File: src/rtl/pkilv_pkg.sv
package pkilv_pkg;
  localparam int unsigned DATA_W    = 64;
  localparam int unsigned SIZE_W    = 2;
  localparam int unsigned NUM_SIZES = 3;
  localparam int unsigned BYTE_W    = 8;

  typedef enum logic [SIZE_W-1:0] {
    LANE_1B = 2'd0,
    LANE_2B = 2'd1,
    LANE_4B = 2'd2,
    LANE_8B = 2'd3
  } lane_size_e;
endpackage

File: src/rtl/pkilv_rst_sync.sv
module pkilv_rst_sync (
  input  logic clk,
  input  logic rst_n,
  output logic rst_sync_n
);
  logic [1:0] stage_q;
  logic [1:0] stage_d;

  always_comb begin
    stage_d = {stage_q[0], 1'b1};
  end

  always_ff @(posedge clk or negedge rst_n) begin
    if (!rst_n) begin
      stage_q <= 2'b00;
    end else begin
      stage_q <= stage_d;
    end
  end

  assign rst_sync_n = stage_q[1];
endmodule

File: src/rtl/pkilv_size_dec.sv
module pkilv_size_dec
  import pkilv_pkg::*;
#(
  parameter int unsigned N_SIZES = NUM_SIZES
) (
  input  logic [SIZE_W-1:0]  size_code,
  output logic [N_SIZES-1:0] size_oh,
  output logic               size_bad
);
  always_comb begin
    size_oh  = '0;
    size_bad = 1'b0;
    if (int'(size_code) < int'(N_SIZES)) begin
      size_oh[size_code] = 1'b1;
    end else begin
      size_bad = 1'b1;
    end
  end

  always_comb begin
    assert (!(size_bad && (size_oh != '0)))
      else $error("p_bad_no_select_r7: illegal code also selected a width");
  end
endmodule

File: src/rtl/pkilv_weave.sv
module pkilv_weave #(
  parameter int unsigned DATA_W = 64,
  parameter int unsigned ELEM_W = 8
) (
  input  logic [DATA_W-1:0] a_i,
  input  logic [DATA_W-1:0] b_i,
  input  logic              upper_i,
  output logic [DATA_W-1:0] res_o
);
  localparam int unsigned LANES  = DATA_W / ELEM_W;
  localparam int unsigned HALF   = LANES / 2;
  localparam int unsigned HALF_W = DATA_W / 2;

  logic [HALF_W-1:0] a_half;
  logic [HALF_W-1:0] b_half;

  always_comb begin
    if (upper_i) begin
      a_half = a_i[DATA_W-1 -: HALF_W];
      b_half = b_i[DATA_W-1 -: HALF_W];
    end else begin
      a_half = a_i[HALF_W-1:0];
      b_half = b_i[HALF_W-1:0];
    end
  end

  for (genvar i = 0; i < HALF; i++) begin : g_pair
    assign res_o[(2*i)*ELEM_W +: ELEM_W]   = a_half[i*ELEM_W +: ELEM_W];
    assign res_o[(2*i+1)*ELEM_W +: ELEM_W] = b_half[i*ELEM_W +: ELEM_W];
  end
endmodule

File: src/rtl/pkilv_unit.sv
module pkilv_unit
  import pkilv_pkg::*;
(
  input  logic              clk,
  input  logic              rst_n,
  input  logic              in_valid,
  input  logic [DATA_W-1:0] src_a,
  input  logic [DATA_W-1:0] src_b,
  input  logic [SIZE_W-1:0] lane_size,
  input  logic              upper_sel,
  output logic              out_valid,
  output logic [DATA_W-1:0] out_data,
  output logic              out_size_err
);
  logic rst_sync_n;

  pkilv_rst_sync u_rst (
    .clk        (clk),
    .rst_n      (rst_n),
    .rst_sync_n (rst_sync_n)
  );

  logic [NUM_SIZES-1:0] size_oh;
  logic                 size_bad;

  pkilv_size_dec #(.N_SIZES(NUM_SIZES)) u_dec (
    .size_code (lane_size),
    .size_oh   (size_oh),
    .size_bad  (size_bad)
  );

  logic [DATA_W-1:0] weave_res [NUM_SIZES];

  for (genvar k = 0; k < NUM_SIZES; k++) begin : g_width
    pkilv_weave #(
      .DATA_W (DATA_W),
      .ELEM_W (BYTE_W << k)
    ) u_weave (
      .a_i     (src_a),
      .b_i     (src_b),
      .upper_i (upper_sel),
      .res_o   (weave_res[k])
    );
  end

  // next-state logic
  logic              load_en;
  logic [DATA_W-1:0] data_d;
  logic              err_d;
  logic              valid_d;

  always_comb begin
    load_en = in_valid;
    valid_d = in_valid;
    err_d   = size_bad;
    data_d  = '0;
    for (int k = 0; k < int'(NUM_SIZES); k++) begin
      if (size_oh[k]) begin
        data_d = data_d | weave_res[k];
      end
    end
  end

  // registers
  logic              valid_q;
  logic [DATA_W-1:0] data_q;
  logic              err_q;

  always_ff @(posedge clk or negedge rst_sync_n) begin
    if (!rst_sync_n) begin
      valid_q <= 1'b0;
      data_q  <= '0;
      err_q   <= 1'b0;
    end else begin
      valid_q <= valid_d;
      if (load_en) begin
        data_q <= data_d;
        err_q  <= err_d;
      end
    end
  end

  assign out_valid    = valid_q;
  assign out_data     = data_q;
  assign out_size_err = err_q;

  // strobe follows the request by one cycle
  p_valid_follow_r2: assert property (@(posedge clk) disable iff (!rst_sync_n)
    in_valid |=> out_valid);
  p_idle_follow_r2: assert property (@(posedge clk) disable iff (!rst_sync_n)
    !in_valid |=> !out_valid);

  // idle cycles leave the result untouched
  p_hold_idle_r8: assert property (@(posedge clk) disable iff (!rst_sync_n)
    !in_valid |=> ($stable(out_data) && $stable(out_size_err)));

  // illegal width gives a flagged zero result
  p_bad_size_r7: assert property (@(posedge clk) disable iff (!rst_sync_n)
    (in_valid && lane_size == LANE_8B) |=> (out_size_err && out_data == '0));
  p_good_size_r7: assert property (@(posedge clk) disable iff (!rst_sync_n)
    (in_valid && lane_size != LANE_8B) |=> !out_size_err);

  // lowest byte slot takes the lowest byte of the first operand
  p_low_slot0_r4: assert property (@(posedge clk) disable iff (!rst_sync_n)
    (in_valid && lane_size == LANE_1B && !upper_sel)
      |=> (out_data[7:0] == $past(src_a[7:0])));

  // top byte slot takes the top byte of the second operand
  p_high_slot_top_r5: assert property (@(posedge clk) disable iff (!rst_sync_n)
    (in_valid && lane_size == LANE_1B && upper_sel)
      |=> (out_data[63:56] == $past(src_b[63:56])));
endmodule

File: config.mk
export PLATFORM = sky130hd
export DESIGN_NAME = pkilv_unit
export DESIGN_NICKNAME = d
export VERILOG_FILES = /design/src/rtl/pkilv_pkg.sv /design/src/rtl/pkilv_rst_sync.sv /design/src/rtl/pkilv_size_dec.sv /design/src/rtl/pkilv_weave.sv /design/src/rtl/pkilv_unit.sv
export SDC_FILE = /design/constraint.sdc
export NUM_CORES = 1
export LEC_CHECK = 0
export CAP_MARGIN = 5
export CORE_ASPECT_RATIO = 1.25
export CORE_MARGIN = 5
export CORE_UTILIZATION = 48
export CTS_CLUSTER_DIAMETER = 100
export DETAILED_ROUTE_END_ITERATION = 16
export GPL_TIMING_DRIVEN = 0
export PLACE_DENSITY_LB_ADDON = 0.3
export RECOVER_POWER = 100
export SLEW_MARGIN = 20
export SYNTH_ARGS = -nofsm -noshare
export SYNTH_HDL_FRONTEND = slang
export SYNTH_HIERARCHICAL = 1
export SYNTH_SLANG_ARGS = --single-unit
File: constraint.sdc
create_clock -name clk -period 2.5 [get_ports clk]
set_input_delay 0.75 -clock clk [delete_from_list [all_inputs] [get_ports clk]]
set_output_delay 0.75 -clock clk [all_outputs]
set_load 0.005 [all_outputs]
==> reports/summary.txt <==
Status: complete, no violations
Fin crit period: 2.243 ns
Cell count along the critical path: 4
P_leak: 4.002 nW
Tot Pwr: 4.241 mW
Final WL: 20,630 µm
Vias in the first global route: 5,989
R2r setup slk: 1.48 ns
Synth Instances: 514
Hold Violations, Final: 0
Placement row count: 47
R2r endpoint: out_data[22]
CP Cell Sequence: dlygate4sd3_1 -> clkbuf_1 -> clkbuf_1 -> a21oi_1
Hold WS: 0.2929 ns
Worst path slowest cell: dlygate4sd3_1
Vias per cell: 6.097
Post-CTS setup buffer count: 0
Crit end category: flip-flop
DR vias: 5,487
Clk_lat worst skew: 0.33 ns
Die Wd: 113.5 µm
Post-cts gate resize count: 0
Yosys warnings: 6
Fin util: 68.21%
Clock Tree Buf Depth: 2
Cell family with the largest share of critical-path delay: buffers and inverters
Initial core utilization: 48.81%
First-pass GRT wire length: 32,000 µm
Critical path data arrival time: 2.43 ns
Total nets after synthesis: 648
CP endpoint: out_data[0]
IO Port Bufs: 198
Most used cell along the critical path: clkbuf_1
GRT Util Overall: 25.32%
Period utilization: 89.73%
Min-Delay Path Class: flip-flop to asynchronous set/reset pin
IO Count: 200
Reg2Reg Depth: 1
Final setup margin: 0.2567 ns
Root Buffer: clkbuf_16
CP peak stage delay: 0.61 ns
Max-slew violations: 0
Unrepaired setup endpoints after global routing: false
GP Congestion: 0.9008
CTS tree: built
Die ar.: 15,820 µm²
Detailed Routing Iterations Pass 1: 6
Diodes inserted: 0
Skew final: 0.009149 ns
Worst Tran Pin Value: 0.7057 ns
Slew margin rel.: 52.95%
Number of DRC markers in iteration 0: 599
Drc violations: 0
Area Growth Syn to Fin: 39.74%
Dpl hpwl: 15,410 µm
Number of synthesized register bits: 68
Max H-tree Level: 3
Die Y-Extent: 139.4 µm
Placeable Area: 13,170 µm²
Final setup viols: 0
VDD IR max: 0.2905 mV
Seq/Total Area, Yosys: 26.46%
Num CTS Buffers: 9
CTS Hold Bufs: 0
Final ANT Viol Nets: 0
Initial antenna violation count: 0
Max Clk Rate: 445.8 MHz
Crit path launch type: input pin
Clock transition at the registers of the reported paths: 0.06 ns
Grt total ovfl: 0
Avg Synthesized Cell Area: 12.51 µm²
Worst slack at placement: -0.01588 ns
Clock sink count: 68
Reg-to-reg critical path startpoint: u_rst/stage_q[1]
Critical Path Start: in_valid
Share of layout cells above drive strength 1: 35.25%
Max-cap check violation count: 0
Kind of critical path: input pin to flip-flop
Number of library cell types mapped by synthesis: 14
Cell area after synthesis: 6430 µm²
Worst-path fanout max: 10
CP Buf/Inv Count: 3
Wire per inst: 22.93 µm
Req. time, crit path: 2.68 ns
Largest net degree at the start of global routing: 54
Fin nets: 858
Power Dens Cells: 472.0 nW/µm²
==> routing by layer <==
layer | GRT usage, % | share of wire (%) | up-vias | wire length (µm)
met1 | 29.80 | 38 | 2707 | 7742
met2 | 44.71 | 51 | 293 | 10590
met4 | 9.873 | 3.4 | 0 | 692
li1 | - | - | 2449 | -
met5 | 0 | 0 | - | 0
met3 | 5.080 | 7.8 | 38 | 1605
==> layout make-up <==
cell class | count | area (µm²)
fill | 995 | 4188
tap | 171 | 214.0
clock buffer | 12 | 266.5
buffer | 56 | 643.1
clock inverter | 4 | 70.07
timing repair buffer | 199 | 2009
sequential | 68 | 1702
multi-input combinational | 390 | 4080
==> registers in the layout, indices dropped and copies added, names as in the netlist <==
signal         flops
out_data          64
out_valid          1
u_rst/stage_q      2
out_size_err       1
==> stage by stage <==
stage               area, µm²  setup TNS (ns)  cells
floorplan                6430               0    514
global placement         8626          -30.92    883
detailed placement       8657        -0.02384    884
CTS                      8994               0    900
global route             8985               0    900
finish                   8985               0    900
==> Yosys cell counts <==
library cell | n | area (µm²)
clkbuf_1 | 7 | 26.28
nor2_1 | 65 | 244.0
buf_6 | 17 | 191.4
conb_1 | 1 | 3.750
a222oi_1 | 64 | 640.6
buf_12 | 18 | 360.4
and2b_2 | 1 | 8.760
buf_2 | 14 | 70.07
dfrtp_1 | 68 | 1702
nor2b_1 | 1 | 6.260
and2_2 | 1 | 7.510
a21oi_1 | 64 | 320.3
mux2_4 | 180 | 2703
mux2_2 | 13 | 146.4
==> how the worst min path moves through the flow <==
stage | endpoint | slack (ns) | start
2_1_floorplan | u_rst/stage_q[1] | 0.33 | u_rst/stage_q[0]
3_3_place_gp | u_rst/stage_q[1] | 0.34 | u_rst/stage_q[0]
3_5_place_dp | out_data[3] | 0.19 | u_rst/stage_q[1]
4_1_cts | out_data[3] | 0.19 | u_rst/stage_q[1]
5_1_grt | out_data[3] | 0.35 | u_rst/stage_q[1]
6_report | out_data[7] | 0.29 | u_rst/stage_q[1]
==> cells by family (layout without fill, tap and decap cells) <==
kind of cell           count (synthesis)  count (layout)  share of synthesized area [%]
other                                  1               1                        0.05832
buffers and inverters                 56             271                          10.08
flip-flops                            68              68                          26.46
AND/OR/NAND/NOR                       68              68                          4.145
AO/OA/AOI/OAI                        128             128                          14.94
multiplexers                         193             193                          44.31
==> power breakdown <==
part / switching [mW] / internal, mW / total [mW] / leakage (nW)
Clock: 0.494 / 0.952 / 1.45 / 0.169
Combinational: 0.573 / 0.913 / 1.49 / 3.04
Sequential: 0.0786 / 1.23 / 1.31 / 0.795
==> cells in the final DEF, fill, tap and decap left out, drive strengths merged <==
| master | instances |
|---|---|
| buf | 46 |
| a21oi | 64 |
| dlygate4sd3 | 68 |
| nor2 | 65 |
| clkbuf | 23 |
| clkdlybuf4s50 | 130 |
| clkinv | 2 |
| bufinv | 2 |
| and2 | 1 |
| and2b | 1 |
| conb | 1 |
| mux2 | 193 |
| nor2b | 1 |
| a222oi | 64 |
| dfrtp | 68 |
No activity file was read; power rests on OpenSTA's default activity.
